`config.mk`:
```
export PLATFORM = sky130hd
export DESIGN_NAME = gga_time_extractor
export DESIGN_NICKNAME = d
export VERILOG_FILES = /design/src/rtl/nmea_pkg.sv /design/src/rtl/nmea_hex_nibble.sv /design/src/rtl/nmea_id_match.sv /design/src/rtl/nmea_time_stage.sv /design/src/rtl/gga_time_extractor.sv
export SDC_FILE = /design/constraint.sdc
export NUM_CORES = 1
export LEC_CHECK = 0
export BUFFER_PORTS_ARGS = -buffer_cell sky130_fd_sc_hd__buf_2
export CELL_PAD_IN_SITES_DETAIL_PLACEMENT = 0
export CELL_PAD_IN_SITES_GLOBAL_PLACEMENT = 1
export CORE_MARGIN = 8
export CORE_UTILIZATION = 46
export CTS_CLUSTER_DIAMETER = 40
export DETAILED_ROUTE_END_ITERATION = 7
export PLACE_DENSITY_LB_ADDON = 0.2
export SLEW_MARGIN = 20
export SYNTH_ARGS = -nofsm -noshare
export SYNTH_HDL_FRONTEND = slang
export SYNTH_HIERARCHICAL = 1
export SYNTH_SLANG_ARGS = --single-unit
export TNS_END_PERCENT = 5
```
`constraint.sdc`:
```
create_clock -name clk -period 2.5 [get_ports clk]
set_input_delay 0.125 -clock clk [delete_from_list [all_inputs] [get_ports clk]]
set_output_delay 0.125 -clock clk [all_outputs]
set_load 0.1 [all_outputs]
```
`src/rtl/nmea_pkg.sv`:
```
package nmea_pkg;

   typedef enum logic [3:0] {
      PS_IDLE,
      PS_IDENT,
      PS_TIME,
      PS_FIELDS,
      PS_SUM_HI,
      PS_SUM_LO,
      PS_EXP_CR,
      PS_EXP_LF,
      PS_DISCARD
   } parse_state_t;

   localparam logic [7:0] CH_START = 8'h24;  // '$'
   localparam logic [7:0] CH_COMMA = 8'h2C;
   localparam logic [7:0] CH_DOT   = 8'h2E;
   localparam logic [7:0] CH_STAR  = 8'h2A;
   localparam logic [7:0] CH_CR    = 8'h0D;
   localparam logic [7:0] CH_LF    = 8'h0A;

   localparam int TIME_CHARS = 10;
   localparam int DOT_POS    = 6;
   localparam int TIME_DIGITS = 9;

   function automatic logic is_dec(input logic [7:0] c);
      return (c >= 8'h30) && (c <= 8'h39);
   endfunction

endpackage

```
`src/rtl/nmea_hex_nibble.sv`:
```
module nmea_hex_nibble #(
   parameter bit ALLOW_LOWER = 1'b1
) (
   input  logic [7:0] ch,
   output logic       is_hex,
   output logic [3:0] nib
);
   logic dig, up, lo;

   assign dig = (ch >= 8'h30) && (ch <= 8'h39);
   assign up  = (ch >= 8'h41) && (ch <= 8'h46);

   generate
      if (ALLOW_LOWER) begin : g_lower
         assign lo = (ch >= 8'h61) && (ch <= 8'h66);
      end else begin : g_upper_only
         assign lo = 1'b0;
      end
   endgenerate

   assign is_hex = dig | up | lo;
   assign nib    = dig ? ch[3:0] : (ch[3:0] + 4'd9);
endmodule

```
`src/rtl/nmea_id_match.sv`:
```
module nmea_id_match #(
   parameter int                  ID_LEN = 5,
   parameter logic [8*ID_LEN-1:0] ID_STR = "GPGGA",
   localparam int                 IDX_W  = $clog2(ID_LEN + 1)
) (
   input  logic [7:0]       ch,
   input  logic [IDX_W-1:0] idx,
   output logic             hit
);
   logic [ID_LEN-1:0] pos_hit;

   generate
      for (genvar g = 0; g < ID_LEN; g++) begin : g_pos
         assign pos_hit[g] = (ch == ID_STR[8*(ID_LEN-1-g) +: 8]);
      end
   endgenerate

   always_comb begin
      hit = 1'b0;
      for (int k = 0; k < ID_LEN; k++)
         if (idx == IDX_W'(k)) hit = pos_hit[k];
   end
endmodule

```
`src/rtl/nmea_time_stage.sv`:
```
module nmea_time_stage #(
   parameter  int DIGITS = 9,
   localparam int STG_W  = 4 * DIGITS
) (
   input  logic        clk,
   input  logic        rst_n,
   input  logic        shift_en,
   input  logic [3:0]  digit,
   input  logic        commit,
   output logic [7:0]  hh,
   output logic [7:0]  mm,
   output logic [7:0]  ss,
   output logic [11:0] ms
);
   logic [STG_W-1:0] stage_q;

   always_ff @(posedge clk) begin
      if (!rst_n) begin
         stage_q <= '0;
         hh <= '0;
         mm <= '0;
         ss <= '0;
         ms <= '0;
      end else begin
         if (shift_en) stage_q <= {stage_q[STG_W-5:0], digit};
         if (commit) begin
            hh <= stage_q[35:28];
            mm <= stage_q[27:20];
            ss <= stage_q[19:12];
            ms <= stage_q[11:0];
         end
      end
   end
endmodule

```
`src/rtl/gga_time_extractor.sv`:
```
module gga_time_extractor
   import nmea_pkg::*;
#(
   parameter int MAX_LEN         = 82,
   parameter bit ALLOW_LOWER_HEX = 1'b1
) (
   input  logic        clk,
   input  logic        rst_n,
   input  logic [7:0]  in_data,
   input  logic        in_valid,
   output logic        in_ready,
   output logic [7:0]  time_hh,
   output logic [7:0]  time_mm,
   output logic [7:0]  time_ss,
   output logic [11:0] time_ms,
   output logic        time_valid,
   output logic        cksum_err
);
   localparam int ID_LEN = 5;
   localparam int IDX_W  = $clog2(ID_LEN + 1);
   localparam int LEN_W  = $clog2(MAX_LEN + 1);
   localparam int MIN_LEN = 1 + ID_LEN + 1 + TIME_CHARS + 1 + 2 + 2;

   generate
      if (MAX_LEN < MIN_LEN) begin : g_bad_len
         $error("MAX_LEN too small to hold a minimal sentence");
      end
   endgenerate

   parse_state_t   st_q;
   logic [3:0]     pos_q;
   logic [7:0]     xsum_q;
   logic [LEN_W-1:0] len_q;
   logic [3:0]     sum_hi_q;
   logic           tv_q, err_q;

   logic           acc, active, id_hit, hex_ok;
   logic [3:0]     hex_nib;
   logic           shift_en, commit;

   assign in_ready = 1'b1;
   assign acc      = in_valid;
   assign active   = (st_q != PS_IDLE) && (st_q != PS_DISCARD);

   nmea_id_match #(.ID_LEN(ID_LEN), .ID_STR("GPGGA")) u_id (
      .ch (in_data),
      .idx(pos_q[IDX_W-1:0]),
      .hit(id_hit)
   );

   nmea_hex_nibble #(.ALLOW_LOWER(ALLOW_LOWER_HEX)) u_hex (
      .ch    (in_data),
      .is_hex(hex_ok),
      .nib   (hex_nib)
   );

   assign shift_en = acc && (in_data != CH_START) && (st_q == PS_TIME) &&
                     (len_q != LEN_W'(MAX_LEN)) &&
                     (pos_q != 4'(DOT_POS)) && is_dec(in_data);

   assign commit = acc && (st_q == PS_EXP_LF) && (in_data == CH_LF) &&
                   (len_q != LEN_W'(MAX_LEN)) &&
                   ({sum_hi_q, hex_nib_lo_q()} == xsum_q);

   logic [3:0] sum_lo_q;
   function automatic logic [3:0] hex_nib_lo_q();
      return sum_lo_q;
   endfunction

   nmea_time_stage #(.DIGITS(TIME_DIGITS)) u_stage (
      .clk     (clk),
      .rst_n   (rst_n),
      .shift_en(shift_en),
      .digit   (in_data[3:0]),
      .commit  (commit),
      .hh      (time_hh),
      .mm      (time_mm),
      .ss      (time_ss),
      .ms      (time_ms)
   );

   always_ff @(posedge clk) begin
      if (!rst_n) begin
         st_q     <= PS_IDLE;
         pos_q    <= '0;
         xsum_q   <= '0;
         len_q    <= '0;
         sum_hi_q <= '0;
         sum_lo_q <= '0;
         tv_q     <= 1'b0;
         err_q    <= 1'b0;
      end else begin
         tv_q  <= 1'b0;
         err_q <= 1'b0;
         if (acc) begin
            if (in_data == CH_START) begin
               st_q   <= PS_IDENT;
               pos_q  <= '0;
               xsum_q <= '0;
               len_q  <= LEN_W'(1);
            end else if (active && (len_q == LEN_W'(MAX_LEN))) begin
               err_q <= 1'b1;
               st_q  <= PS_DISCARD;
            end else begin
               if (active) len_q <= len_q + 1'b1;
               unique case (st_q)
                  PS_IDENT: begin
                     xsum_q <= xsum_q ^ in_data;
                     if (pos_q < 4'(ID_LEN)) begin
                        if (id_hit) pos_q <= pos_q + 4'd1;
                        else        st_q  <= PS_DISCARD;
                     end else if (in_data == CH_COMMA) begin
                        st_q  <= PS_TIME;
                        pos_q <= '0;
                     end else begin
                        st_q <= PS_DISCARD;
                     end
                  end
                  PS_TIME: begin
                     xsum_q <= xsum_q ^ in_data;
                     if ((pos_q == 4'(DOT_POS)) ? (in_data != CH_DOT)
                                                : !is_dec(in_data)) begin
                        st_q <= PS_DISCARD;
                     end else if (pos_q == 4'(TIME_CHARS - 1)) begin
                        st_q  <= PS_FIELDS;
                        pos_q <= '0;
                     end else begin
                        pos_q <= pos_q + 4'd1;
                     end
                  end
                  PS_FIELDS: begin
                     if (in_data == CH_STAR) st_q <= PS_SUM_HI;
                     else                    xsum_q <= xsum_q ^ in_data;
                  end
                  PS_SUM_HI: begin
                     if (hex_ok) begin
                        sum_hi_q <= hex_nib;
                        st_q     <= PS_SUM_LO;
                     end else begin
                        err_q <= 1'b1;
                        st_q  <= PS_DISCARD;
                     end
                  end
                  PS_SUM_LO: begin
                     if (hex_ok) begin
                        sum_lo_q <= hex_nib;
                        st_q     <= PS_EXP_CR;
                     end else begin
                        err_q <= 1'b1;
                        st_q  <= PS_DISCARD;
                     end
                  end
                  PS_EXP_CR: begin
                     st_q <= (in_data == CH_CR) ? PS_EXP_LF : PS_DISCARD;
                  end
                  PS_EXP_LF: begin
                     if (in_data == CH_LF) begin
                        st_q  <= PS_IDLE;
                        tv_q  <= commit;
                        err_q <= !commit;
                     end else begin
                        st_q <= PS_DISCARD;
                     end
                  end
                  default: ;
               endcase
            end
         end
      end
   end

   assign time_valid = tv_q;
   assign cksum_err  = err_q;
endmodule

```
; ---- Word level (Yosys, flattened, before mapping)
; Cells that the tools add are included.
[word_totals]
regBits = 105
input_bits = 11
wordCells = 139
[op_classes]
n_eq_ne = 36
order_cmp = 7
n_addsub = 3
muxes = 39
n_bitwise = 9
n_reduce_logical = 32
[ops]
columns = operator, count
row1 = 4-bit 2-to-1 mux, 20
row2 = 4-bit case mux with 7 select lines, 1
row3 = 8-bit by 6-bit equality test with 1-bit output (second input constant), 3
row4 = 8-bit by 7-bit equality test with 1-bit output (second input constant), 3
row5 = 8-bit 2-to-1 mux, 3
row6 = 7-bit 2-to-1 mux, 3
row7 = 4-bit by 3-bit equality test with 1-bit output (second input constant), 5
row8 = 8-bit by 4-bit equality test with 1-bit output (second input constant), 2
row9 = 8-bit by 7-bit greater-or-equal comparator with 1-bit output (second input constant), 2
row10 = 8-bit by 7-bit <= comparator with 1-bit output (second input constant), 2
row11 = 4-bit != test (second input constant), 4
row12 = 8-bit by 6-bit != test with 1-bit output (second input constant), 2
row13 = 8-bit case mux with 2 select lines, 1
row14 = 5-bit AND reduction, 3
row15 = 1-bit logical AND, 14
row16 = 1-bit 2-to-1 mux, 9
row17 = 9-bit nonzero test, 1
row18 = 4-bit by 2-bit equality test with 1-bit output (second input constant), 2
row19 = 8-bit equality test, 1
row20 = 8-bit by 6-bit greater-or-equal comparator with 1-bit output (second input constant), 1
row21 = 8-bit by 6-bit <= comparator with 1-bit output (second input constant), 1
row22 = 4-bit case mux with 2 select lines, 1
row23 = 8-bit bitwise XOR, 1
row24 = 7-bit by 1-bit adder with 7-bit output (second input constant), 1
row25 = 29 further kinds, 40

; ---- Depth between registers and ports, before layout
[depth]
ltp_word = 11
ltp_mapped = 10
ltp_nobuf = 10

; ---- Modules after synthesis
; Netlist, hierarchy kept.
[by_module_without_submodules]
columns = mod, n_inst, cells_per_inst, area_per_inst_um2, seq_area_each_um2
row1 = nmea_time_stage, 1, 232, 2786.4, 1441.4
row2 = gga_time_extractor, 1, 264, 2215.9, 660.6
row3 = nmea_hex_nibble, 1, 20, 196.4, 0.0
row4 = nmea_id_match, 1, 10, 66.3, 0.0

; ---- Worst setup path after synthesis
; OpenSTA, ideal clock, no wires.
[synth_path]
path_kind = register -> register
startpoint = reg st_q[2]
endpoint = reg u_stage.hh[0]
arrival_ns = 2.034
slack_ns = 0.346
period_less_slack_ns = 2.154
stages_incl_launch_ff = 9
setup_ns = 0.120
cell_sequence = dfxtp_1 -> nor3b_1 -> nand2_1 -> or4b_2 -> nor2_1 -> buf_6 -> buf_12 -> mux2i_1 -> nor2b_1
[synth_via]
elab_chain_len = 5
[synth_lines]
columns = item, line_no
row1 = from (decl), gga_time_extractor.sv:30  ; parse_state_t st_q;
row2 = from (signal assigned), gga_time_extractor.sv:154  ; st_q <= (in_data == CH_CR) ? PS_EXP_LF : PS_DISCARD;
row3 = 4-bit by 3-bit equality test with 1-bit output, gga_time_extractor.sv:61  ; assign commit = acc && (st_q == PS_EXP_LF) && (in_data == CH_LF) &&
row4 = 1-bit logical AND (3 in series), gga_time_extractor.sv:61
row5 = 1-bit logical AND, gga_time_extractor.sv:62  ; (len_q != LEN_W'(MAX_LEN)) &&
row6 = named net commit, gga_time_extractor.sv:39  ; logic shift_en, commit;
row7 = to (signal assigned), nmea_time_stage.sv:27  ; hh <= stage_q[35:28];
row8 = to (decl), nmea_time_stage.sv:10  ; output logic [7:0] hh,
; The timed path passes the listed nets, and every way through them passes these cells.
; A chain may end at the register's enable or synchronous reset.

; ---- Final worst setup path
; Ends and elaborated chain as after synthesis.

==> impl_metrics.env <==
export IMPL_most_frequent_standard_cell_in_the_layout_excluding_fill_and_tap_cells="sky130_fd_sc_hd__dfxtp_1"
export IMPL_final_setup_tns_ns=0
export IMPL_yosys_warnings=6
export IMPL_design_die_area_um2=15130
export IMPL_detailroute_via_count=3940
export IMPL_start_util_pct=46.71
export IMPL_grt_first_pass_wirelength_mm=19.33
export IMPL_cts_repair_resized=0
export IMPL_clock_sinks=105
export IMPL_slew_limit_headroom_pct=37.50
export IMPL_layout_cells_non_filler=734
export IMPL_hold_class="input port to flop"
export IMPL_post_synth_and_or_nand_nor_area_fraction_pct=22.72
export IMPL_worst_ep_arrival_time_ns=2.54
export IMPL_routed_via_density=5.368
export IMPL_hold_slack_ns=0.1079
export IMPL_width_of_the_die_um=123.0
export IMPL_routed_wire_length_per_instance_um=16.04
export IMPL_p_leak_nw=2.081
export IMPL_first_global_vias=3842
export IMPL_post_synthesis_adder_cell_area_fraction_pct=2.139
export IMPL_rsz0062_at_grt="no"
export IMPL_route_antenna_remaining_nets=0
export IMPL_synth_enable_flop_cells=0
export IMPL_finalMaxSlewViolations=0
export IMPL_cp_required_ns=2.73
export IMPL_cp_max_fo=21
export IMPL_placement_setup_worst_slack_ns=0.1670
export IMPL_antenna_violations_before_repair=0
export IMPL_post_detailed_routing_wire_length_mm=11.77
export IMPL_clk_transition_reported_paths_ns=0.07
export IMPL_gp_routability_congestion=0.8791
export IMPL_power_mw=3.177
export IMPL_worst_slack_ns=0.1896
export IMPL_ios=50
export IMPL_die_y_um=123.0
export IMPL_synth_top_family_by_area="simple AND/OR/NAND/NOR gates"
export IMPL_end_kind="flop"
export IMPL_floorplan_rows=39
export IMPL_run_status="complete, no violations"
export IMPL_h_tree_depth=3
export IMPL_post_route_period_util_pct=92.42
export IMPL_netlist_area_before_placement_um2=5265
export IMPL_mostFrequentLayoutCells="sky130_fd_sc_hd__dfxtp_1 (105), sky130_fd_sc_hd__mux2i_1 (84), sky130_fd_sc_hd__nor2b_1 (79), sky130_fd_sc_hd__buf_2 (48), sky130_fd_sc_hd__nor2_1 (27)"
export IMPL_cts_tree="done"
export IMPL_synth_nets=546
export IMPL_drt_pass1_iter_count=4
export IMPL_remaining_drc_errors=0
export IMPL_power_density_cells_nw_per_um2=528.8
export IMPL_period_minus_slack_ns=2.310
export IMPL_max_clock_path_buffers=2
export IMPL_ir_worst_vdd_uv=434.8
export IMPL_cap_viol_max_count=0
export IMPL_setup_viol_count_final=0
export IMPL_synth_seq_cells=105
export IMPL_worst_skew_pair_late_latency_ns=0.34
export IMPL_fin_worst_skew_ns=0.01401
export IMPL_insertedDiodeCount=0
export IMPL_setup_worst_path_start_class="flop"
export IMPL_finalHoldViolations=0
export IMPL_post_route_cells_drive_above_1_share_pct=18.27
export IMPL_cts_setup_buffers=0
export IMPL_synth_flop_cell="sky130_fd_sc_hd__dfxtp_1"
export IMPL_muxShareOfSynthArea_pct=16.18
export IMPL_clockRootBuffer="sky130_fd_sc_hd__clkbuf_16"
export IMPL_area_delta_synth_final_pct=14.09
export IMPL_cp_cell_sequence="nor3b_1 > nand2_1 > or4b_2 > nor2_4 > buf_12 > mux2i_1 > nor2b_1"
export IMPL_timing_fmax_ghz=0.4328
export IMPL_core_area_um2=11270
export IMPL_numCtsBuffers=9
export IMPL_syn_area_per_cell_um2=10.01
export IMPL_grt_overflow_total=0
export IMPL_synth_xor_area_share_pct=3.327
export IMPL_nNetsFinal=606
export IMPL_synthArstFlopShare_pct=0
export IMPL_cp_slowest_cell="sky130_fd_sc_hd__or4b_2"
export IMPL_grt_total_usage_pct=15.77
export IMPL_drt_first_iter_violations=310
export IMPL_grt_start_max_net_pins=73
export IMPL_class_of_the_most_critical_setup_path="flop to flop"
export IMPL_synth_seq_area_share_pct=39.92
export IMPL_worst_slew_pin_transition_ns=0.9289
export IMPL_synth_area_in_compound_gates_pct=10.53
export IMPL_max_stage_delay_ns=0.72
export IMPL_placed_cell_count=718
export IMPL_synthesis_instances=526
export IMPL_synth_cell_types=70
export IMPL_cts_hold_buffers_added=0
export IMPL_port_buffers=48
export IMPL_place_hpwl_mm=8.648
-- power by group --
group          total, mW  leakage (nW)  internal, mW  switching (mW)
combinational      0.171          1.10        0.0708           0.100
sequential          1.68         0.845          1.67         0.00322
clock               1.33         0.135         0.689           0.639
total               3.18          2.08          2.43           0.742
-- cells in the mapped netlist (3+ instances only) --
master	instances	area, um2
sky130_fd_sc_hd__inv_1	12	45.04
sky130_fd_sc_hd__dfxtp_1	105	2102
sky130_fd_sc_hd__ha_1	9	112.6
sky130_fd_sc_hd__or3_1	7	43.79
sky130_fd_sc_hd__clkbuf_1	17	63.81
sky130_fd_sc_hd__mux2i_1	84	840.8
sky130_fd_sc_hd__nor4b_1	5	43.79
sky130_fd_sc_hd__a21boi_0	3	22.52
sky130_fd_sc_hd__nand4_1	7	43.79
sky130_fd_sc_hd__nand3_1	8	40.04
sky130_fd_sc_hd__o21ai_0	9	45.04
sky130_fd_sc_hd__and3_1	3	18.77
sky130_fd_sc_hd__o2111ai_1	7	61.31
sky130_fd_sc_hd__nor4bb_1	3	30.03
sky130_fd_sc_hd__a311oi_1	3	26.28
sky130_fd_sc_hd__nand3b_1	3	22.52
sky130_fd_sc_hd__buf_12	6	120.1
sky130_fd_sc_hd__nor2_1	28	105.1
sky130_fd_sc_hd__nand2b_1	7	43.79
sky130_fd_sc_hd__nor3_1	7	35.03
sky130_fd_sc_hd__xnor2_1	9	78.83
sky130_fd_sc_hd__nand2_1	13	48.80
sky130_fd_sc_hd__xor2_1	11	96.34
sky130_fd_sc_hd__nor2b_1	79	494.2
sky130_fd_sc_hd__a21oi_1	11	55.05
sky130_fd_sc_hd__o211ai_1	12	90.09
-- cell type report --
cell class                 instances  area, um2
clock buffer                      10      229.0
clock inverter                     6      50.05
fill                            1036       5265
inverter                          12      45.04
multi-input combinational        381       2907
sequential                       105       2102
tap                              143      178.9
timing repair buffer              77      495.5
-- metrics by stage --
step	utilization, %	area (um2)
2_1_floorplan	-	5265
3_3_place_gp	50.82	5728
3_5_place_dp	50.82	5728
4_1_cts	53.29	6007
5_1_grt	53.29	6007
6_report	53.29	6007
-- flip-flops by register name, indices dropped and copies added (netlist names) --
signal           count
u_stage/stage_q     36
time_valid           1
st_q                 4
u_stage/ss           8
u_stage/ms          12
len_q                7
cksum_err            1
sum_lo_q             4
xsum_q               8
u_stage/mm           8
sum_hi_q             4
pos_q                4
u_stage/hh           8
-- critical path: cells and delay by family (launching register included) --
| family | cells | cell delay, ns |
|---|---|---|
| simple gates | 5 | 1.41 |
| mux | 1 | 0.22 |
| buf+inv | 1 | 0.22 |
| flops | 1 | 0.35 |
-- per-layer routing --
metal | GRT usage (%) | share of wire, %
met1 | 21.24 | 49
met2 | 25.08 | 46
met3 | 3.470 | 4.3
met4 | 4.063 | 0.35
met5 | 0 | 0
-- logic make-up after synthesis --
logic type	count (synthesis)
and+or+nand+nor	195
DFF	105
muxes	85
AOI/OAI and AO/OA	71
buffers and inverters	40
xor gates and xnor gates	20
adders and majority gates	9
other	1
-- final timing paths --
path / startpoint / to / slack, ns / cells after the start
min: in_data[1] / u_stage/stage_q[1]$_SDFFE_PN0P_ / 0.11 / 3
max reg2reg: st_q[2]$_SDFFE_PN0P_ / u_stage/hh[0]$_SDFFE_PN0P_ / 0.19 / 7
min reg2reg: len_q[1]$_SDFFE_PN0P_ / len_q[1]$_SDFFE_PN0P_ / 0.50 / 2
max: st_q[2]$_SDFFE_PN0P_ / u_stage/hh[0]$_SDFFE_PN0P_ / 0.19 / 7
Note: power is estimated with default switching activity, not from simulation.
